<file path="config.mk">
export PLATFORM = sky130hd
export DESIGN_NAME = gpio_bank
export DESIGN_NICKNAME = d
export VERILOG_FILES = /design/src/rtl/gpio_bank_pkg.sv /design/src/rtl/gpio_bank_decode.sv /design/src/rtl/gpio_bank_sync.sv /design/src/rtl/gpio_bank_edge.sv /design/src/rtl/gpio_bank.sv
export SDC_FILE = /design/constraint.sdc
export NUM_CORES = 1
export LEC_CHECK = 0
export BUFFER_PORTS_ARGS = -buffer_cell sky130_fd_sc_hd__buf_2
export CAP_MARGIN = 20
export CORE_UTILIZATION = 30
export CTS_BUF_LIST = sky130_fd_sc_hd__clkbuf_16
export DETAILED_ROUTE_END_ITERATION = 10
export MAX_ROUTING_LAYER = met4
export SLEW_MARGIN = 20
export SYNTH_ARGS = -nofsm -noshare
export SYNTH_HDL_FRONTEND = slang
export SYNTH_SLANG_ARGS = --single-unit
</file>
<file path="constraint.sdc">
create_clock -name clk_i -period 1.9 [get_ports clk_i]
set_clock_uncertainty 0.05 [all_clocks]
set_input_delay 0.19 -clock clk_i [delete_from_list [all_inputs] [get_ports clk_i]]
set_output_delay 0.19 -clock clk_i [all_outputs]
set_load 0.01 [all_outputs]
</file>
<file path="src/rtl/gpio_bank_pkg.sv">
`timescale 1ns/1ps
package gpio_bank_pkg;
  localparam int WORD_W = 32;

  // group order fixes the address map
  typedef enum logic [2:0] {
    F_LEVEL = 3'd0,
    F_DIR   = 3'd1,
    F_SET   = 3'd2,
    F_CLR   = 3'd3,
    F_RISE  = 3'd4,
    F_FALL  = 3'd5,
    F_STAT  = 3'd6,
    F_ALT   = 3'd7
  } feat_e;
endpackage

</file>
<file path="src/rtl/gpio_bank_decode.sv">
`timescale 1ns/1ps
module gpio_bank_decode
  import gpio_bank_pkg::*;
#(
  parameter int NREG   = 2,
  parameter int ADDR_W = 5,
  parameter int IDX_W  = 2
) (
  input  logic [ADDR_W-1:0] addr_i,
  output logic              hit_o,
  output feat_e             feat_o,
  output logic [IDX_W-1:0]  idx_o
);
  localparam int ALT_BASE  = 7 * NREG;
  localparam int ALT_WORDS = 2 * NREG;

  always_comb begin
    hit_o  = 1'b0;
    feat_o = F_LEVEL;
    idx_o  = '0;
    for (int g = 0; g < 7; g++) begin
      if (int'(addr_i) >= g * NREG && int'(addr_i) < (g + 1) * NREG) begin
        hit_o  = 1'b1;
        feat_o = feat_e'(g);
        idx_o  = IDX_W'(int'(addr_i) - g * NREG);
      end
    end
    if (int'(addr_i) >= ALT_BASE && int'(addr_i) < ALT_BASE + ALT_WORDS) begin
      hit_o  = 1'b1;
      feat_o = F_ALT;
      idx_o  = IDX_W'(int'(addr_i) - ALT_BASE);
    end
  end
endmodule

</file>
<file path="src/rtl/gpio_bank_sync.sv">
`timescale 1ns/1ps
module gpio_bank_sync #(
  parameter int W      = 64,
  parameter int STAGES = 2
) (
  input  logic         clk_i,
  input  logic         rst_ni,
  input  logic [W-1:0] d_i,
  output logic [W-1:0] q_o
);
  logic [W-1:0] st_q [STAGES];

  always_ff @(posedge clk_i or negedge rst_ni) begin
    if (!rst_ni) begin
      for (int s = 0; s < STAGES; s++) st_q[s] <= '0;
    end else begin
      st_q[0] <= d_i;
      for (int s = 1; s < STAGES; s++) st_q[s] <= st_q[s-1];
    end
  end

  assign q_o = st_q[STAGES-1];
endmodule

</file>
<file path="src/rtl/gpio_bank_edge.sv">
`timescale 1ns/1ps
module gpio_bank_edge #(
  parameter int W = 64
) (
  input  logic         clk_i,
  input  logic         rst_ni,
  input  logic [W-1:0] lvl_i,
  input  logic [W-1:0] rise_en_i,
  input  logic [W-1:0] fall_en_i,
  input  logic [W-1:0] clr_i,
  output logic [W-1:0] stat_o
);
  logic [W-1:0] prev_q, stat_q, hit;

  assign hit = (lvl_i & ~prev_q & rise_en_i) | (~lvl_i & prev_q & fall_en_i);

  always_ff @(posedge clk_i or negedge rst_ni) begin
    if (!rst_ni) begin
      prev_q <= '0;
      stat_q <= '0;
    end else begin
      prev_q <= lvl_i;
      // new edge wins over a clear in the same cycle
      stat_q <= (stat_q & ~clr_i) | hit;
    end
  end

  assign stat_o = stat_q;
endmodule

</file>
<file path="src/rtl/gpio_bank.sv">
`timescale 1ns/1ps
module gpio_bank
  import gpio_bank_pkg::*;
#(
  parameter  int NUM_PINS = 64,
  localparam int NREG     = NUM_PINS / 32,
  localparam int ADDR_W   = $clog2(9 * NREG)
) (
  input  logic                  clk_i,
  input  logic                  rst_ni,
  input  logic                  req_i,
  input  logic                  we_i,
  input  logic [ADDR_W-1:0]     addr_i,
  input  logic [31:0]           wdata_i,
  output logic [31:0]           rdata_o,
  input  logic [NUM_PINS-1:0]   pin_i,
  output logic [NUM_PINS-1:0]   pin_o,
  output logic [NUM_PINS-1:0]   pin_oe_o,
  output logic [2*NUM_PINS-1:0] alt_fn_o,
  output logic                  irq_o
);
  localparam int ALT_WORDS = 2 * NREG;
  localparam int IDX_W     = $clog2(ALT_WORDS);

  logic                  hit;
  feat_e                 feat;
  logic [IDX_W-1:0]      idx;
  logic                  wr, rd;
  logic [NUM_PINS-1:0]   lvl, stat, stat_clr;
  logic [NUM_PINS-1:0]   dir_q, out_q, rise_q, fall_q;
  logic [2*NUM_PINS-1:0] alt_q;
  logic [31:0]           rd_word, rdata_q;

  gpio_bank_decode #(.NREG(NREG), .ADDR_W(ADDR_W), .IDX_W(IDX_W)) i_decode (
    .addr_i (addr_i),
    .hit_o  (hit),
    .feat_o (feat),
    .idx_o  (idx)
  );

  gpio_bank_sync #(.W(NUM_PINS), .STAGES(2)) i_sync (
    .clk_i  (clk_i),
    .rst_ni (rst_ni),
    .d_i    (pin_i),
    .q_o    (lvl)
  );

  gpio_bank_edge #(.W(NUM_PINS)) i_edge (
    .clk_i     (clk_i),
    .rst_ni    (rst_ni),
    .lvl_i     (lvl),
    .rise_en_i (rise_q),
    .fall_en_i (fall_q),
    .clr_i     (stat_clr),
    .stat_o    (stat)
  );

  assign wr = req_i & we_i & hit;
  assign rd = req_i & ~we_i;

  always_comb begin
    stat_clr = '0;
    if (wr && feat == F_STAT) stat_clr[int'(idx)*32 +: 32] = wdata_i;
  end

  always_ff @(posedge clk_i or negedge rst_ni) begin
    if (!rst_ni) begin
      dir_q  <= '0;
      out_q  <= '0;
      rise_q <= '0;
      fall_q <= '0;
      alt_q  <= '0;
    end else begin
      for (int w = 0; w < NREG; w++) begin
        if (wr && int'(idx) == w) begin
          case (feat)
            F_DIR:   dir_q[w*32 +: 32]  <= wdata_i;
            F_SET:   out_q[w*32 +: 32]  <= out_q[w*32 +: 32] | wdata_i;
            F_CLR:   out_q[w*32 +: 32]  <= out_q[w*32 +: 32] & ~wdata_i;
            F_RISE:  rise_q[w*32 +: 32] <= wdata_i;
            F_FALL:  fall_q[w*32 +: 32] <= wdata_i;
            default: ;
          endcase
        end
      end
      for (int w = 0; w < ALT_WORDS; w++) begin
        if (wr && feat == F_ALT && int'(idx) == w) alt_q[w*32 +: 32] <= wdata_i;
      end
    end
  end

  always_comb begin
    rd_word = '0;
    if (hit) begin
      case (feat)
        F_LEVEL: rd_word = lvl[int'(idx)*32 +: 32];
        F_DIR:   rd_word = dir_q[int'(idx)*32 +: 32];
        F_RISE:  rd_word = rise_q[int'(idx)*32 +: 32];
        F_FALL:  rd_word = fall_q[int'(idx)*32 +: 32];
        F_STAT:  rd_word = stat[int'(idx)*32 +: 32];
        F_ALT:   rd_word = alt_q[int'(idx)*32 +: 32];
        default: rd_word = '0;
      endcase
    end
  end

  always_ff @(posedge clk_i or negedge rst_ni) begin
    if (!rst_ni)  rdata_q <= '0;
    else if (rd)  rdata_q <= rd_word;
  end

  assign rdata_o  = rdata_q;
  assign pin_o    = out_q;
  assign pin_oe_o = dir_q;
  assign alt_fn_o = alt_q;
  assign irq_o    = |stat;
endmodule

</file>
==> flow_summary.rst <==
.. list-table::
   :header-rows: 1

   * - Metric
     - Value
   * - Power spent charging and discharging nets
     - 0.0108 W
   * - Net Count, Synth
     - ~2400
   * - Drt total wl
     - 100 mm
   * - Sequential element share of the synthesized area
     - around 59%
   * - Post-DP HPWL
     - 70.8 mm
   * - Clk network pwr share
     - 38.9%
   * - Violations in the final reports
     - setup timing
   * - Internal power consumption
     - between 0.02 and 0.03 W
   * - Maximum count of clock buffers along a single path
     - 3
   * - Reg-to-reg setup timing slack
     - 0.09 ns
   * - Synthesized instance count
     - 2283
   * - Status
     - finished, violations left
   * - Hold Vio Cnt, Final
     - 0
   * - Via count normalized by instance count
     - around 5.1
   * - GRT Total Usage
     - 21.4%
   * - Maximum number of pins on one net before global-route repair
     - 80
   * - Launching point of the worst reg2reg path
     - i_edge.stat_o[56]$_DFF_PN0_
   * - Top area cells in the synthesized netlist
     - sky130_fd_sc_hd__dfrtp_1 (59%), sky130_fd_sc_hd__mux2_2 (11%), sky130_fd_sc_hd__mux2_4 (3.2%), sky130_fd_sc_hd__o21ai_0 (2.7%), sky130_fd_sc_hd__mux2i_1 (2.4%)
   * - CP max FO
     - 2
   * - Hold crit path type
     - in2async
   * - Most instantiated flip-flop cell in the synthesis netlist
     - sky130_fd_sc_hd__dfrtp_1
   * - Overall overflow remaining after global route
     - 0
   * - Num CTS Buffers
     - 79
   * - Final std cells w/o fill
     - 4188
   * - Post-Syn Area per Cell
     - approximately 12 sq um
   * - VDD IR-drop max
     - 0.000586 V
   * - P&R area growth vs syn
     - 31.2%
   * - Sinks on Clock Net
     - between 600 and 700
   * - First-pass detailed-route iteration total
     - 5
   * - Clock slew at reported path FFs
     - approximately 0.060 ns
   * - Number of global-route vias before repair
     - 21541
   * - Post-synthesis cell type with the largest combined area
     - sky130_fd_sc_hd__dfrtp_1
   * - Buffer and inverter count on the worst path
     - 2
   * - Setup violators final
     - 1
   * - Placeable core area
     - 93500 sq um
   * - Family with the most delay on the worst path
     - simple AND/OR/NAND/NOR gates
   * - Initial standard-cell utilization of the core
     - a little under a third
   * - Total die area
     - 95900 sq um
   * - Worst-margin pin slew
     - 0.663 ns
   * - Initial DRC Count
     - roughly 1600
   * - Depth of the CTS H-tree
     - 3
   * - Static leakage
     - 17.9 nW
   * - Die height
     - 310 microns
   * - Highest attainable clock frequency
     - 379 MHz
   * - Worst endpoint required time
     - 1.66 ns
   * - PwrDens
     - a little over 1000 nW/um^2
   * - Unique masters post-synth
     - between 40 and 50
   * - Worst R2R Path Depth
     - 5
   * - Inst Count DP
     - 3950
   * - ANT nets after route
     - 0
   * - Worst slew margin
     - between 50% and 60%
   * - Standard-cell row count
     - 112
   * - Instance count on the critical path
     - 5
   * - Flip-flop and latch count after synthesis
     - 672
   * - Switching part of the total power
     - 28.0%
   * - PortBufs
     - 393
   * - Number of enable-type register cells in the synthesized netlist
     - 0
   * - Fill cell instance count of the final layout
     - 8951
   * - Initial antenna violation count
     - 4
   * - Area fraction of the dominant cell type after synthesis
     - 59.2%
   * - CTS root buf
     - sky130_fd_sc_hd__clkbuf_16
   * - Ratio of cells with drive above 1 in the final layout
     - around two fifths
   * - Slowest cell on the critical path
     - sky130_fd_sc_hd__or4_4
   * - Fin worst setup slack
     - -0.737 ns
   * - Kind of critical path
     - reg2out
   * - RD Place Congestion
     - 0.849
   * - Origin of the worst setup path
     - i_edge.stat_o[46]$_DFF_PN0_
   * - Clock tree from TritonCTS
     - done
   * - Max-slew violation total from the final report
     - 0
   * - Chip Width
     - 310 microns
   * - CP startpoint kind
     - flip-flop
   * - Share of synthesized flip-flops with an asynchronous set or reset
     - 100%
   * - Comb power frac
     - ~15%
   * - Yosys Warn Count
     - 0
   * - Kind of end point of the critical path
     - output pin
   * - CP Data Arrival Time
     - 2.40 ns
   * - Aggregate negative setup slack
     - -0.737 ns
   * - Cell chain of the critical path
     - nor4_1 > buf_4 > nand4_1 > or4_4 > buf_6
   * - Post-route DRC
     - 0
   * - Post-route fraction of the period consumed by the critical path
     - 139%
   * - Combined area of all synthesized cells
     - 28400 sq um
   * - Net count reported at finish
     - 2984
   * - Vias post-DR
     - approximately 21000
   * - Number of placed I/O pins
     - just under 400
   * - Max stage delay on crit path
     - between 0.5 and 0.6 ns
   * - Clock latency on the worst-skew pair
     - 0.66 ns
   * - Wire length of the first global-routing pass
     - 147 mm
   * - Proportion of power drawn by flip-flops and latches
     - 45.8%
   * - Average routed wire per standard cell
     - 23.9 microns
   * - Max-cap viol count
     - 0
   * - Setup repair after global routing missed its margin
     - true
   * - Shortest clock period the worst path allows after layout
     - 2.64 ns
[synth_stat cells, types with 5 or more instances]
cell type and n:
sky130_fd_sc_hd__dfrtp_1 672, sky130_fd_sc_hd__mux2_2 287, sky130_fd_sc_hd__o21ai_0 156, sky130_fd_sc_hd__nand2_1 135
sky130_fd_sc_hd__nor2_1 131, sky130_fd_sc_hd__clkbuf_1 105, sky130_fd_sc_hd__a21oi_1 70, sky130_fd_sc_hd__mux2i_1 69
sky130_fd_sc_hd__nand3b_1 66, sky130_fd_sc_hd__a21o_1 64, sky130_fd_sc_hd__a31oi_1 64, sky130_fd_sc_hd__o22ai_1 64
sky130_fd_sc_hd__mux2_4 60, sky130_fd_sc_hd__buf_2 55, sky130_fd_sc_hd__a211oi_1 37, sky130_fd_sc_hd__nor2b_1 34
sky130_fd_sc_hd__nor3_1 34, sky130_fd_sc_hd__a221oi_1 27, sky130_fd_sc_hd__a22o_1 27, sky130_fd_sc_hd__o221a_2 27
sky130_fd_sc_hd__nor4_1 16, sky130_fd_sc_hd__buf_1 10, sky130_fd_sc_hd__a32o_1 6, sky130_fd_sc_hd__and2_1 6
sky130_fd_sc_hd__buf_6 6, sky130_fd_sc_hd__nand3_1 6, sky130_fd_sc_hd__ha_1 5, sky130_fd_sc_hd__o21bai_1 5
sky130_fd_sc_hd__o22a_1 5
[per-layer routing]
metal | up-vias | track usage, % | part of all wire [%]
met5 | - | - | 0
met3 | 145 | 5.71 | 7.0
met4 | 0 | 6.70 | 2.6
li1 | 9529 | - | -
met1 | 10993 | 27.3 | 43
met2 | 653 | 33.1 | 47
[stage by stage]
stage | utilization, % | area (sq um) | power, W | hold WS (ns) | setup WS [ns]
5_1_grt | 39.9 | 37300 | 0.0400 | 0.0746 | -0.834
2_1_floorplan | - | 28800 | 0.0200 | -0.156 | -0.249
3_5_place_dp | 36.0 | 33600 | 0.0234 | 0.149 | -0.392
3_3_place_gp | 36.0 | 33600 | 0.0233 | 0.150 | -0.408
4_1_cts | 39.8 | 37200 | 0.0388 | 0.0566 | -0.802
6_report | 39.9 | 37300 | 0.0384 | 0.0657 | -0.737
[final timing paths]
path,to
max,irq_o
min,i_edge.prev_q[54]$_DFF_PN0_
max reg2reg,rdata_o[24]$_DFFE_PN0P_
min reg2reg,i_sync.q_o[59]$_DFF_PN0_
max in group asynchronous,asynchronous set/reset pin
min in group clk_i,i_sync.st_q[114]$_DFF_PN0_
[cells by family after synthesis]
family | Yosys count | synth area share, %
buf+inv | 183 | 2.87
compound gates | 557 | 12.9
fa+ha+maj | 5 | 0.220
mux | 416 | 17.0
simple gates | 450 | 7.78
flops | 672 | 59.2
[sequential cells by signal, summed over array words and instances (netlist names), 64 cells and up, named ones only]
signal and count:
alt_fn_o 128, fall_q 64, i_edge.stat_o 64, i_sync.q_o 64, i_sync.st_q 64, pin_oe_o 64
rise_q 64, i_edge.prev_q 64
[cell type report]
cell class	instances	area, sq um	area share (%)
well taps	1254	1570	4.21
clock inverters	59	537	1.44
repair buffers	690	5200	14.0
diodes	3	7.51	0.0202
inverters	3	13.8	0.0369
clock buffers	79	1980	5.31
flip-flops and latches	672	16800	45.1
multi-input cells	1428	11100	29.9
[what timing repair did]
| action | CTS | global route |
|---|---|---|
| buffers inserted | 1 | 0 |
| gates resized for setup | 17 | 7 |
| gates cloned | 0 | 0 |
| endpoints found under the setup margin | 2 | 4 |
| hold buffers | 97 | 0 |
| pin swaps | 6 | 3 |
| endpoints found under the hold margin | 919 | 0 |
[layout by cell type, fill, tap and decap left out, types with 64 or more instances in the layout]
cell type	synthesis	final
sky130_fd_sc_hd__a21o_1	64	64
sky130_fd_sc_hd__clkbuf_16	0	79
sky130_fd_sc_hd__dlygate4sd3_1	0	97
sky130_fd_sc_hd__dfrtp_1	672	671
sky130_fd_sc_hd__mux2i_1	69	69
sky130_fd_sc_hd__buf_4	4	143
sky130_fd_sc_hd__nand2_1	135	130
sky130_fd_sc_hd__a21oi_1	70	70
sky130_fd_sc_hd__buf_2	55	388
sky130_fd_sc_hd__o21ai_0	156	156
sky130_fd_sc_hd__a31oi_1	64	64
sky130_fd_sc_hd__mux2_4	60	89
sky130_fd_sc_hd__nand3b_1	66	66
sky130_fd_sc_hd__nor2_1	131	131
sky130_fd_sc_hd__mux2_2	287	258
[power groups by stage]
stage	Sequential, W	Clock (W)	Combinational, W
final	0.0176	0.0150	0.00587
after CTS	0.0176	0.0153	0.00590
after global placement	0.0177	0	0.00561
after global routing	0.0178	0.0158	0.00641
after floorplan	0.0174	0	0.00260
after detailed placement	0.0177	0	0.00569
Power figures use the tool's default switching activity.
